`src/rtl/adc_seq_pkg.sv`:
```
package adc_seq_pkg;

   typedef enum logic [2:0] {
      ST_IDLE, ST_WAKE, ST_TRACK, ST_START, ST_WAIT
   } seq_state_e;

   typedef enum logic [1:0] {
      TRG_SOFT, TRG_PIN, TRG_TIMER, TRG_PWM
   } trig_src_e;

   typedef enum logic [1:0] {
      CMP_BELOW, CMP_ABOVE, CMP_INSIDE, CMP_OUTSIDE
   } cmp_mode_e;

   localparam logic [5:0] A_CTRL   = 6'd0;
   localparam logic [5:0] A_MODE   = 6'd1;
   localparam logic [5:0] A_CHEN   = 6'd2;
   localparam logic [5:0] A_CMPCFG = 6'd3;
   localparam logic [5:0] A_THR    = 6'd4;
   localparam logic [5:0] A_LAST   = 6'd5;
   localparam logic [5:0] A_EOC    = 6'd6;
   localparam logic [5:0] A_OVR    = 6'd7;
   localparam logic [5:0] A_CMPST  = 6'd8;
   localparam logic [5:0] A_CHBASE = 6'd16;

   // lowest set bit of mask at or above 'from'; result = {found, index}
   function automatic logic [5:0] scan_up(input logic [31:0] mask, input logic [5:0] from);
      logic [5:0] r;
      r = '0;
      for (int i = 31; i >= 0; i--) begin
         if (mask[i] && (6'(i) >= from)) r = {1'b1, 5'(i)};
      end
      return r;
   endfunction

endpackage

```
`src/rtl/adc_trig_sel.sv`:
```
module adc_trig_sel
   import adc_seq_pkg::*;
#(
   parameter int SYNC_STAGES = 0
) (
   input  logic      clk,
   input  logic      rst_n,
   input  trig_src_e src,
   input  logic      sw_go,
   input  logic      ext_in,
   input  logic      tmr_in,
   input  logic      pwm_in,
   output logic      go
);
   logic [2:0] raw;
   logic [2:0] prev_q;
   logic [2:0] rise;

   if (SYNC_STAGES < 0) begin : g_bad_sync
      $error("adc_trig_sel: SYNC_STAGES must be >= 0");
   end

   if (SYNC_STAGES == 0) begin : g_direct
      assign raw = {pwm_in, tmr_in, ext_in};
   end else begin : g_sync
      logic [2:0] sh_q [SYNC_STAGES];
      always_ff @(posedge clk) begin
         if (!rst_n) begin
            for (int i = 0; i < SYNC_STAGES; i++) sh_q[i] <= '0;
         end else begin
            sh_q[0] <= {pwm_in, tmr_in, ext_in};
            for (int i = 1; i < SYNC_STAGES; i++) sh_q[i] <= sh_q[i-1];
         end
      end
      assign raw = sh_q[SYNC_STAGES-1];
   end

   always_ff @(posedge clk) begin
      if (!rst_n) prev_q <= '0;
      else        prev_q <= raw;
   end

   assign rise = raw & ~prev_q;

   always_comb begin
      unique case (src)
         TRG_SOFT:  go = sw_go;
         TRG_PIN:   go = rise[0];
         TRG_TIMER: go = rise[1];
         TRG_PWM:   go = rise[2];
         default:   go = 1'b0;
      endcase
   end
endmodule

```
`src/rtl/adc_window_cmp.sv`:
```
module adc_window_cmp
   import adc_seq_pkg::*;
#(
   parameter int DW = 12
) (
   input  logic [DW-1:0] value,
   input  logic [DW-1:0] lo,
   input  logic [DW-1:0] hi,
   input  cmp_mode_e     mode,
   output logic          hit
);
   logic below, above;
   assign below = value < lo;
   assign above = value > hi;

   always_comb begin
      unique case (mode)
         CMP_BELOW:   hit = below;
         CMP_ABOVE:   hit = above;
         CMP_INSIDE:  hit = !below && !above;
         CMP_OUTSIDE: hit = below || above;
         default:     hit = 1'b0;
      endcase
   end
endmodule

```
`src/rtl/adc_result_bank.sv`:
```
module adc_result_bank #(
   parameter int NCH = 16,
   parameter int DW  = 12,
   localparam int CH_W = $clog2(NCH)
) (
   input  logic                    clk,
   input  logic                    rst_n,
   input  logic                    st_stb,
   input  logic [CH_W-1:0]         st_ch,
   input  logic [DW-1:0]           st_val,
   input  logic                    rd_stb,
   input  logic [CH_W-1:0]         rd_ch,
   input  logic                    ovr_clr,
   output logic [NCH-1:0][DW-1:0]  res,
   output logic [NCH-1:0]          eoc,
   output logic [NCH-1:0]          ovr
);
   for (genvar i = 0; i < NCH; i++) begin : g_ch
      logic [DW-1:0] val_q;
      logic          eoc_q, ovr_q;
      logic          hit_st, hit_rd;

      assign hit_st = st_stb && (st_ch == CH_W'(i));
      assign hit_rd = rd_stb && (rd_ch == CH_W'(i));

      always_ff @(posedge clk) begin
         if (!rst_n) begin
            val_q <= '0;
            eoc_q <= 1'b0;
            ovr_q <= 1'b0;
         end else begin
            if (hit_st)      val_q <= st_val;
            if (hit_st)      eoc_q <= 1'b1;
            else if (hit_rd) eoc_q <= 1'b0;
            if (hit_st && eoc_q && !hit_rd) ovr_q <= 1'b1;
            else if (ovr_clr)               ovr_q <= 1'b0;
         end
      end

      assign res[i] = val_q;
      assign eoc[i] = eoc_q;
      assign ovr[i] = ovr_q;
   end
endmodule

```
`src/rtl/adc_seq_ctrl.sv`:
```
module adc_seq_ctrl
   import adc_seq_pkg::*;
#(
   parameter int NCH         = 16,
   parameter int DW          = 12,
   parameter int SU_W        = 8,
   parameter int TRK_W       = 4,
   parameter int SYNC_STAGES = 0,
   localparam int CH_W  = $clog2(NCH),
   localparam int CNT_W = (SU_W > TRK_W) ? SU_W : TRK_W
) (
   input  logic            clk,
   input  logic            rst_n,
   input  logic            wr_en,
   input  logic [5:0]      wr_addr,
   input  logic [31:0]     wr_data,
   input  logic            rd_en,
   input  logic [5:0]      rd_addr,
   output logic [31:0]     rd_data,
   input  logic            ext_trig,
   input  logic            tmr_trig,
   input  logic            pwm_trig,
   output logic [CH_W-1:0] mux_sel,
   output logic            core_pwr,
   output logic            conv_start,
   input  logic            conv_done,
   input  logic [DW-1:0]   conv_data,
   output logic            busy,
   output logic            drdy,
   output logic            fault
);
   if (NCH < 2 || NCH > 32) begin : g_bad_nch
      $error("adc_seq_ctrl: NCH must be within 2..32");
   end
   if (DW < 10 || DW > 16) begin : g_bad_dw
      $error("adc_seq_ctrl: DW must be within 10..16");
   end
   if (SU_W < 1 || SU_W > 8 || TRK_W < 1 || TRK_W > 4) begin : g_bad_cnt
      $error("adc_seq_ctrl: SU_W must be 1..8 and TRK_W 1..4");
   end

   // configuration
   trig_src_e        src_q;
   logic             lowres_q, sleep_q, call_q;
   logic [SU_W-1:0]  su_q;
   logic [TRK_W-1:0] trk_q;
   logic [NCH-1:0]   chen_q;
   cmp_mode_e        cmode_q;
   logic [CH_W-1:0]  cch_q;
   logic [DW-1:0]    lo_q, hi_q;

   always_ff @(posedge clk) begin
      if (!rst_n) begin
         src_q <= TRG_SOFT; lowres_q <= 1'b0; sleep_q <= 1'b0;
         su_q <= '0; trk_q <= '0; chen_q <= '0;
         cmode_q <= CMP_BELOW; call_q <= 1'b0; cch_q <= '0;
         lo_q <= '0; hi_q <= '0;
      end else if (wr_en) begin
         unique case (wr_addr)
            A_MODE: begin
               src_q    <= trig_src_e'(wr_data[1:0]);
               lowres_q <= wr_data[2];
               sleep_q  <= wr_data[3];
               su_q     <= wr_data[4 +: SU_W];
               trk_q    <= wr_data[12 +: TRK_W];
            end
            A_CHEN:   chen_q <= wr_data[NCH-1:0];
            A_CMPCFG: begin
               cmode_q <= cmp_mode_e'(wr_data[1:0]);
               call_q  <= wr_data[2];
               cch_q   <= wr_data[8 +: CH_W];
            end
            A_THR: begin
               lo_q <= wr_data[0 +: DW];
               hi_q <= wr_data[16 +: DW];
            end
            default: ;
         endcase
      end
   end

   // trigger
   logic sw_go, go;
   assign sw_go = wr_en && (wr_addr == A_CTRL) && wr_data[0];

   adc_trig_sel #(.SYNC_STAGES(SYNC_STAGES)) trig_i (
      .clk(clk), .rst_n(rst_n), .src(src_q), .sw_go(sw_go),
      .ext_in(ext_trig), .tmr_in(tmr_trig), .pwm_in(pwm_trig), .go(go)
   );

   // sequencer
   seq_state_e      st_q;
   logic [CNT_W-1:0] cnt_q;
   logic [CH_W-1:0] ch_q;
   logic [5:0]      first_s, next_s;
   logic            store;

   assign first_s = scan_up(32'(chen_q), 6'd0);
   assign next_s  = scan_up(32'(chen_q), 6'(ch_q) + 6'd1);
   assign store   = (st_q == ST_WAIT) && conv_done;

   always_ff @(posedge clk) begin
      if (!rst_n) begin
         st_q <= ST_IDLE; cnt_q <= '0; ch_q <= '0;
      end else begin
         unique case (st_q)
            ST_IDLE: if (go && first_s[5]) begin
               ch_q <= first_s[CH_W-1:0];
               if (sleep_q) begin st_q <= ST_WAKE;  cnt_q <= CNT_W'(su_q);  end
               else         begin st_q <= ST_TRACK; cnt_q <= CNT_W'(trk_q); end
            end
            ST_WAKE: begin
               if (cnt_q == '0) begin st_q <= ST_TRACK; cnt_q <= CNT_W'(trk_q); end
               else cnt_q <= cnt_q - 1'b1;
            end
            ST_TRACK: begin
               if (cnt_q == '0) st_q <= ST_START;
               else cnt_q <= cnt_q - 1'b1;
            end
            ST_START: st_q <= ST_WAIT;
            ST_WAIT: if (conv_done) begin
               if (next_s[5]) begin
                  ch_q <= next_s[CH_W-1:0]; st_q <= ST_TRACK; cnt_q <= CNT_W'(trk_q);
               end else st_q <= ST_IDLE;
            end
            default: st_q <= ST_IDLE;
         endcase
      end
   end

   assign busy       = (st_q != ST_IDLE);
   assign conv_start = (st_q == ST_START);
   assign mux_sel    = ch_q;
   assign core_pwr   = !sleep_q || busy;

   // result capture
   logic [DW-1:0] cval;
   assign cval = lowres_q ? (conv_data >> (DW - 10)) : conv_data;

   logic [5:0]  rd_idx;
   logic        rd_ch_hit;
   logic [NCH-1:0][DW-1:0] res;
   logic [NCH-1:0] eoc, ovr;

   assign rd_idx    = rd_addr - A_CHBASE;
   assign rd_ch_hit = (rd_addr >= A_CHBASE) && (rd_idx < 6'(NCH));

   adc_result_bank #(.NCH(NCH), .DW(DW)) bank_i (
      .clk(clk), .rst_n(rst_n),
      .st_stb(store), .st_ch(ch_q), .st_val(cval),
      .rd_stb(rd_en && rd_ch_hit), .rd_ch(rd_idx[CH_W-1:0]),
      .ovr_clr(rd_en && (rd_addr == A_OVR)),
      .res(res), .eoc(eoc), .ovr(ovr)
   );

   // window compare
   logic hit, cmp_q;
   adc_window_cmp #(.DW(DW)) cmp_i (
      .value(cval), .lo(lo_q), .hi(hi_q), .mode(cmode_q), .hit(hit)
   );

   logic [DW-1:0]   last_q;
   logic [CH_W-1:0] last_ch_q;
   logic            drdy_q;

   always_ff @(posedge clk) begin
      if (!rst_n) begin
         last_q <= '0; last_ch_q <= '0; drdy_q <= 1'b0; cmp_q <= 1'b0;
      end else begin
         drdy_q <= store;
         if (store) begin
            last_q    <= cval;
            last_ch_q <= ch_q;
         end
         if (store && hit && (call_q || (cch_q == ch_q))) cmp_q <= 1'b1;
         else if (rd_en && (rd_addr == A_CMPST))          cmp_q <= 1'b0;
      end
   end

   assign drdy  = drdy_q;
   assign fault = cmp_q;

   // read mux
   always_comb begin
      rd_data = '0;
      unique case (rd_addr)
         A_MODE: begin
            rd_data[1:0]          = src_q;
            rd_data[2]            = lowres_q;
            rd_data[3]            = sleep_q;
            rd_data[4 +: SU_W]    = su_q;
            rd_data[12 +: TRK_W]  = trk_q;
         end
         A_CHEN:  rd_data[NCH-1:0] = chen_q;
         A_LAST: begin
            rd_data[DW-1:0]     = last_q;
            rd_data[16 +: CH_W] = last_ch_q;
         end
         A_EOC:   rd_data[NCH-1:0] = eoc;
         A_OVR:   rd_data[NCH-1:0] = ovr;
         A_CMPST: rd_data[0]       = cmp_q;
         default: if (rd_ch_hit) rd_data[DW-1:0] = res[rd_idx[CH_W-1:0]];
      endcase
   end
endmodule

```
`config.mk`:
```
export PLATFORM = sky130hd
export DESIGN_NAME = adc_seq_ctrl
export DESIGN_NICKNAME = d
export VERILOG_FILES = /design/src/rtl/adc_seq_pkg.sv /design/src/rtl/adc_trig_sel.sv /design/src/rtl/adc_window_cmp.sv /design/src/rtl/adc_result_bank.sv /design/src/rtl/adc_seq_ctrl.sv
export SDC_FILE = /design/constraint.sdc
export NUM_CORES = 1
export LEC_CHECK = 0
export BUFFER_PORTS_ARGS = -buffer_cell sky130_fd_sc_hd__buf_2
export CAP_MARGIN = 20
export CORE_MARGIN = 5
export CORE_UTILIZATION = 54
export CTS_BUF_LIST = sky130_fd_sc_hd__clkbuf_4 sky130_fd_sc_hd__clkbuf_8 sky130_fd_sc_hd__clkbuf_16
export DETAILED_ROUTE_END_ITERATION = 16
export PLACE_DENSITY_LB_ADDON = 0.12
export SLEW_MARGIN = 15
export SYNTH_ARGS = -nofsm -noshare
export SYNTH_HDL_FRONTEND = slang
export SYNTH_HIERARCHICAL = 1
export SYNTH_SLANG_ARGS = --single-unit
```
`constraint.sdc`:
```
create_clock -name clk -period 6.8 [get_ports clk]
set_input_delay 0.34 -clock clk [delete_from_list [all_inputs] [get_ports clk]]
set_output_delay 0.34 -clock clk [all_outputs]
set_load 0.02 [all_outputs]
```
Yosys cells after proc, flatten, opt, wreduce, memory -nomap -nowiden

Cells that the tools add are included.

Add/sub/neg operators: 3
Reduce and logical (&&, ||, !) cells: 163
$lt $le $gt $ge: 21
Eq/ne operators: 57
Muxes and demuxes: 111
Bitwise operators: 2

Operators by type and width:

| kind                                                                  | count |
|---|---|
| 6-bit two-way mux                                                     | 32 |
| 1-bit logical AND                                                     | 91 |
| 2-bit nonzero test                                                    | 34 |
| 11-bit case mux with 6 select lines                                   | 1 |
| 4-bit == test (second input constant)                                 | 16 |
| 1-bit two-way mux                                                     | 51 |
| 12-bit binary-select mux with 4-bit select                            | 1 |
| 8-bit two-way mux                                                     | 6 |
| 4-bit by 5-bit >= comparator with 1-bit output (first input constant) | 8 |
| 12-bit two-way mux                                                    | 3 |
| 4-bit by 3-bit == test with 1-bit output (second input constant)      | 8 |
| 8-bit case mux with 4 select lines                                    | 1 |
| 6-bit by 3-bit == test with 1-bit output (second input constant)      | 4 |
| 3-bit by 5-bit >= comparator with 1-bit output (first input constant) | 4 |
| 1-bit logical NOT                                                     | 19 |
| 6-bit by 2-bit == test with 1-bit output (second input constant)      | 3 |
| 4-bit by 2-bit == test with 1-bit output (second input constant)      | 4 |
| 4-bit two-way mux                                                     | 4 |
| 4-bit case mux with 4 select lines                                    | 1 |
| 3-bit case mux with 5 select lines                                    | 1 |
| 6-bit by 1-bit == test with 1-bit output (second input constant)      | 2 |
| 12-bit > comparator                                                   | 1 |
| 12-bit less-than comparator                                           | 1 |
| 3-bit two-way mux                                                     | 4 |
| other kinds (34)                                                      | 57 |

Word-level logic and storage cells: 424
Bits of input ports: 64
Register bits: 323
Output and inout bits: 41

Depth between registers and ports, before layout

Depth in word-level cells: 22
Gate-level depth with buffers: 12
Mapped depth without buffers: 11

Hierarchy

The synthesis kept the hierarchy.

Modules (own cells, without submodules):

| module          | area each (sq um) | sequential area each (sq um) | cells an instance | instances |
|---|---|---|---|---|
| adc_result_bank | 8560.7            | 4484.3                       | 844               | 1 |
| adc_seq_ctrl    | 7502.2            | 1921.8                       | 850               | 1 |
| adc_window_cmp  | 610.6             | 0.0                          | 83                | 1 |
| adc_trig_sel    | 120.1             | 60.1                         | 10                | 1 |

Worst setup path before layout

Ideal clock, no wire load.

Path kind: register to register
Start point: register ch_q[0], in the netlist mux_sel[0]
End point: register cnt_q[6]
Data required time: 6.683 ns
Path buffers: 1
Library setup time: 0.117 ns
Arrival time: 3.053 ns
Period minus slack after synthesis: 3.170 ns
Cell stages (with the launch flop): 11
Slack: 3.630 ns
Cell sequence: dfxtp_1 buf_2 inv_1 ha_1 or3_1 or4b_1 nand3_1 nor3b_2 and4_4 o21ai_4 a32o_1

Cells in the longest elaborated chain, start to end: 21
Elaborated cells between the ends (all ways): 51
Classes of those cells: add/sub: 1; order compare: 16; eq/ne: 1; mux: 16; reduce/logical: 17

Ends and longest elaborated chain:

| item                                           | RTL line            | RTL |
|---|---|---|
| start, declared                                | adc_seq_ctrl.sv:94  | `logic [CH_W-1:0] ch_q;` |
| start signal, assigned                         | adc_seq_ctrl.sv:108 | `ch_q <= first_s[CH_W-1:0];` |
| 4-bit by 1-bit adder with 5-bit output (*)     | adc_seq_ctrl.sv:99  | `assign next_s = scan_up(32'(chen_q), 6'(ch_q) + 6'd1);` |
| 4-bit by 5-bit >= comparator with 1-bit output | adc_seq_pkg.sv:31   | `if (mask[i] && (6'(i) >= from)) r = {1'b1, 5'(i)};` |
| 1-bit logical AND                              | adc_seq_pkg.sv:31   |  |
| 6-bit two-way mux (15 in a row)                | adc_seq_pkg.sv:31   |  |
| 6-bit two-way mux (*)                          | adc_seq_pkg.sv:31   |  |
| 2-bit inequality test (no line) (*)            | n/a                 |  |
| 5-bit AND reduction (no line) (*)              | n/a                 |  |
| end signal, assigned                           | adc_seq_ctrl.sv:114 | `else cnt_q <= cnt_q - 1'b1;` |
| end signal, assigned                           | adc_seq_ctrl.sv:118 | `else cnt_q <= cnt_q - 1'b1;` |
| end, declared                                  | adc_seq_ctrl.sv:93  | `logic [CNT_W-1:0] cnt_q;` |

Every way passes the cells marked *; elsewhere a longest branch is shown, timed or not.
A chain may end at the register's enable or synchronous reset.

Worst setup path in the final report

Start point: register st_q[2]
End point: register bank_i.g_ch[3].val_q[0]

Cells in the longest elaborated chain, start to end: 3

Ends and longest elaborated chain:

| item                   | RTL line              | RTL |
|---|---|---|
| start, declared        | adc_seq_ctrl.sv:92    | `seq_state_e st_q;` |
| start signal, assigned | adc_seq_ctrl.sv:104   | `st_q <= ST_IDLE; cnt_q <= '0; ch_q <= '0;` |
| start signal, assigned | adc_seq_ctrl.sv:109   | `if (sleep_q) begin st_q <= ST_WAKE; cnt_q <= CNT_W'(su_q); end` |
| start signal, assigned | adc_seq_ctrl.sv:110   | `else begin st_q <= ST_TRACK; cnt_q <= CNT_W'(trk_q); end` |
| 3-bit == test          | adc_seq_ctrl.sv:100   | `assign store = (st_q == ST_WAIT) && conv_done;` |
| 1-bit logical AND      | adc_seq_ctrl.sv:100   |  |
| 1-bit logical AND      | adc_result_bank.sv:23 | `assign hit_st = st_stb && (st_ch == CH_W'(i));` |
| end signal, assigned   | adc_result_bank.sv:32 | `if (hit_st) val_q <= st_val;` |
| end, declared          | adc_result_bank.sv:19 | `logic [DW-1:0] val_q;` |

No other way between the ends.

==> reports/summary.md <==
The run finished with clean final reports. The number of rows created at floorplan is 64. The cell area that synthesis handed to floorplanning was 16800 µm². By startpoint and endpoint, the worst setup path is classified as reg -> reg.

Of the total synthesized cell area, the portion taken by XOR and XNOR cells is 0.417%. The first global-routing pass estimated 72.2 mm of wire. The layer flagged by global routing as most heavily used is met2. Summing the areas of all fa, ha and maj instances in the mapped netlist gives 2.23% of the synthesized area.

Summing the areas of all and, or, nand and nor instances in the mapped netlist gives 16.3% of the synthesized area. The launch instance of the worst min-delay path was ext_trig. In this run the biggest area consumer among cell types represents 38.5% of the synthesized area. Wire length per cell after detailed routing: 21.3 µm. The number of antenna violations at the first check in global routing is 0, and the area added between synthesis and finish is 7.79%.

The synthesized netlist devotes 11.5% of its cell area to compound gates. The run gives 2641 as the number of fill cells. By area the synthesized netlist is led by sky130_fd_sc_hd__dfxtp_1 (39%), sky130_fd_sc_hd__mux2i_1 (14%), sky130_fd_sc_hd__mux4_2 (8.2%). The detailed-route DRC error count was 0. Once the clock tree was built, the setup fixing pass inserted 0 buffers.

For the reported leakage power, the log shows 6.90 nW. The overall routed net length was 46.4 mm. The library cell used most frequently in the layout, excluding fill and tap cells, is sky130_fd_sc_hd__nand2_1. The tools report the number of design-rule violations left by the first detailed-router iteration as 1229. Dividing total power by cell area gives a power density of 252 nW/µm².

The tools report the sequential fraction of design power as 42.8%. For this run, the detailed router's first-pass iteration total came to 10. The tools report the via count as 13300. Buffers inserted to repair hold after CTS numbered 0. The share of total power dissipated in combinational logic is 14.7%. In this run the tightest slew margin relative to its limit is 21.9%. The number of synthesized register bits is 323, and the power spent charging and discharging nets is 1.26 mW. The run gives 0 as the final hold violation count.

At the worst endpoint, the required time is 7230 ps. The tools report the clock latency on the worst-skew pair as 520 ps. The most used flip-flop cell after synthesis is sky130_fd_sc_hd__dfxtp_1. During placement, the flow inserted port buffers numbering 88. The tools report the data arrival time of the critical path as 4690 ps. Setup repair after global routing left no endpoint under its margin. For the number of failing setup endpoints in the final timing report, the log shows 0.

The root cell of the clock tree is sky130_fd_sc_hd__clkbuf_16. The logs give 12700 for the number of global-route vias before repair and 25.5% for the overall global routing resource usage. The fraction of final layout cells sized beyond drive strength 1 works out to 16.3%. The met3 track demand over resource is 3.48%. No sink is reached through more buffers than the 3 on the longest clock path. The logs give 0.160 mV for the worst-case vdd ir drop and 6 for the number of warning messages in the yosys log.

The register clock-pin slew on the reported worst setup and hold paths is 60 ps. The run gives 42.5% as the clock group share of total power. In this run the number of H-tree levels came out at 2. The remaining global-route overflow was 0. Nature of the critical path endpoint: a flip-flop. The die covers 34700 µm². In this run the worst hold path is classified as in -> reg.

Once detailed placement completed, the half-perimeter wirelength came to 30.7 mm. 105 I/O pins were placed. The sequential fraction of the synthesis area came out at 38.5%. Kind of start point of the critical path: a flip-flop. Clock skew on the completed layout was measured at 9.93 ps.

The clock net in this run drives a total of 323 sinks. The transition time at the pin with the least slew margin is 1170 ps. The met2 track demand over resource was 40.8%; the height of the chip was 186 µm. The repair_antennas step left the layout with diodes totalling 0. The total clock buffers created by CTS came out at 35. The number of max-slew violations in the final report came out at 0. Global routing used 35.8% of the available met1 tracks.

The peak fanout along the critical path is 23. In the layout the commonest cells are sky130_fd_sc_hd__nand2_1 (329), sky130_fd_sc_hd__dfxtp_1 (323), sky130_fd_sc_hd__mux2i_1 (239). The startpoint identified for the worst register-to-register timing path is st_q[2]. The number of cells after detailed placement was 2117; the mean area per synthesized cell was 9.40 µm². After detailed routing, the number of vias per cell comes to 6.08. The die width is 186 µm.

Internal portion of total power: 3.30 mW. For this configuration, the core starts out at a cell density of 54.8%. Summed over all failing endpoints, the final setup total negative slack is 0 ps. Net switching is 27.5% of the power.

The number of instances resized during post-cts repair came out at 0. The biggest area contributor in the post-synthesis netlist is sky130_fd_sc_hd__dfxtp_1. In the synthesized netlist the async set-or-reset flop fraction comes to 0%. After technology mapping, the gate count stands at 1787. Fraction of the cycle the final worst path needs: 62.7%.

OpenSTA, run right after detailed placement, puts the worst setup slack at 2660 ps. After synthesis, the largest family of logic cells by area is multiplexers. Launch point of the worst path: st_q[2]. The global placement routability congestion came out at 0.900. Portion of netlist area occupied by mux cells: 23.8%. The logs give 1852 for the count of nets after finishing and 2540 ps for the setup slack of the most critical reg-to-reg path. The logs give 30700 µm² for the area of the placeable core and 97 for the largest net degree at the start of global routing.

Yosys mapped a number of flops with a built-in enable equal to 0. The post-route antenna net violation count came out at 0. TritonCTS built the clock tree. The finished layout holds 2179 standard cells, fillers aside. The logs give 0 for the number of max-cap violations and 94 for the number of distinct library cell variants in the gate-level netlist after synthesis. Static timing analysis puts the maximum clock frequency at 0.235 GHz. The smallest clock period supported by the final layout is computed as 4260 ps. The minimum setup slack in the final design was 2540 ps.
## power groups by stage
stage | clock (mW) | combinational, mW | sequential [mW]
after global placement | 0 | 0.650 | 1.99
final | 1.94 | 0.672 | 1.95
after global routing | 2.05 | 0.731 | 1.95
after CTS | 1.97 | 0.662 | 1.95
after floorplan | 0 | 0.504 | 1.99
after detailed placement | 0 | 0.656 | 1.99
## flip-flops by register name, indices dropped and copies added, names as in the netlist
register	count
bank_i/g_ch.eoc_q	16
bank_i/g_ch.ovr_q	16
bank_i/g_ch.val_q	192
call_q	1
cch_q	4
chen_q	16
cmode_q	2
cnt_q	8
drdy	1
fault	1
hi_q	12
last_ch_q	4
last_q	12
lo_q	12
lowres_q	1
mux_sel	4
sleep_q	1
src_q	2
st_q	3
su_q	8
trig_i/prev_q	3
trk_q	4
## synth_stat cells, types with 4 or more instances
cell type                   number
sky130_fd_sc_hd__mux2i_1       239
sky130_fd_sc_hd__nand3b_1       24
sky130_fd_sc_hd__o21ai_0        51
sky130_fd_sc_hd__o211ai_1       10
sky130_fd_sc_hd__ha_1           29
sky130_fd_sc_hd__buf_1           4
sky130_fd_sc_hd__nor3_1          8
sky130_fd_sc_hd__nor2b_1        17
sky130_fd_sc_hd__a22o_1         12
sky130_fd_sc_hd__dfxtp_1       323
sky130_fd_sc_hd__o2bb2ai_1      10
sky130_fd_sc_hd__or2_2           5
sky130_fd_sc_hd__o21ai_1         5
sky130_fd_sc_hd__nand4_1        17
sky130_fd_sc_hd__a211o_1         5
sky130_fd_sc_hd__a32oi_1         7
sky130_fd_sc_hd__mux4_2         61
sky130_fd_sc_hd__or3_1           5
sky130_fd_sc_hd__nor2_2          7
sky130_fd_sc_hd__o211a_1         4
sky130_fd_sc_hd__o41ai_1         7
sky130_fd_sc_hd__nand3_1        17
sky130_fd_sc_hd__a21boi_0        8
sky130_fd_sc_hd__inv_1          49
sky130_fd_sc_hd__a31oi_1         7
sky130_fd_sc_hd__a21oi_1        79
sky130_fd_sc_hd__clkbuf_1       90
sky130_fd_sc_hd__and3b_1         5
sky130_fd_sc_hd__buf_4          59
sky130_fd_sc_hd__nand2b_1       12
sky130_fd_sc_hd__xnor2_1         6
sky130_fd_sc_hd__and2_1         10
sky130_fd_sc_hd__mux2_2         21
sky130_fd_sc_hd__nand2_1       329
sky130_fd_sc_hd__a22oi_1         8
sky130_fd_sc_hd__buf_6           8
sky130_fd_sc_hd__and3_1         11
sky130_fd_sc_hd__buf_2          22
sky130_fd_sc_hd__nor2_1         91
sky130_fd_sc_hd__a222oi_1       11
sky130_fd_sc_hd__nor4_1          9
## per-layer routing
metal | up-vias | wire length [µm]
li1 | 6230 | -
met1 | 6433 | 20600
met2 | 493 | 21300
met3 | 94 | 2980
met4 | 0 | 1550
met5 | - | 0
## worst paths after layout
path	cells after the start	end
worst max-delay path	7	bank_i/g_ch[3].val_q[0]
worst min register to register	2	hi_q[6]
worst min-delay path	2	trig_i/prev_q[0]
worst max register to register	7	bank_i/g_ch[3].val_q[0]
## cell families after synthesis
| group | count (synthesis) |
|---|---|
| adder cells (fa/ha/maj) | 30 |
| buffers and inverters | 236 |
| AND/OR/NAND/NOR | 591 |
| XOR/XNOR | 8 |
| multiplexers | 321 |
| flip-flops | 323 |
| AO/OA/AOI/OAI | 277 |
| other | 1 |
## final cells by class
class,instances,area [µm²],share of cell area [%]
inverter,52,195,1.08
clock buffer,50,1050,5.83
tap,396,495,2.74
clock inverter,11,124,0.684
multi-input combinational,1239,9160,50.6
sequential,323,6470,35.7
timing repair buffer,108,606,3.35
## worst max-delay path, cell delays in order, from the launching register on
cell and delay, ps:
sky130_fd_sc_hd__dfxtp_1 650, sky130_fd_sc_hd__clkinv_1 390, sky130_fd_sc_hd__nor2_1 340, sky130_fd_sc_hd__nand2_1 490, sky130_fd_sc_hd__clkinv_1 630, sky130_fd_sc_hd__nor3b_4 510
sky130_fd_sc_hd__and2_1 890, sky130_fd_sc_hd__mux2i_1 270
## stage by stage
| step | total power [mW] | util [%] | hold slack [ps] | cell area (µm²) |
|---|---|---|---|---|
| after floorplan | 2.49 | - | 432 | 16800 |
| after global placement | 2.64 | 55.1 | 439 | 16900 |
| after detailed placement | 2.65 | 55.1 | 444 | 16900 |
| after CTS | 4.58 | 59.0 | 27.7 | 18100 |
| after global routing | 4.73 | 59.0 | 34.1 | 18100 |
| final | 4.56 | 59.0 | 43.3 | 18100 |
Power figures use the tool's default switching activity.
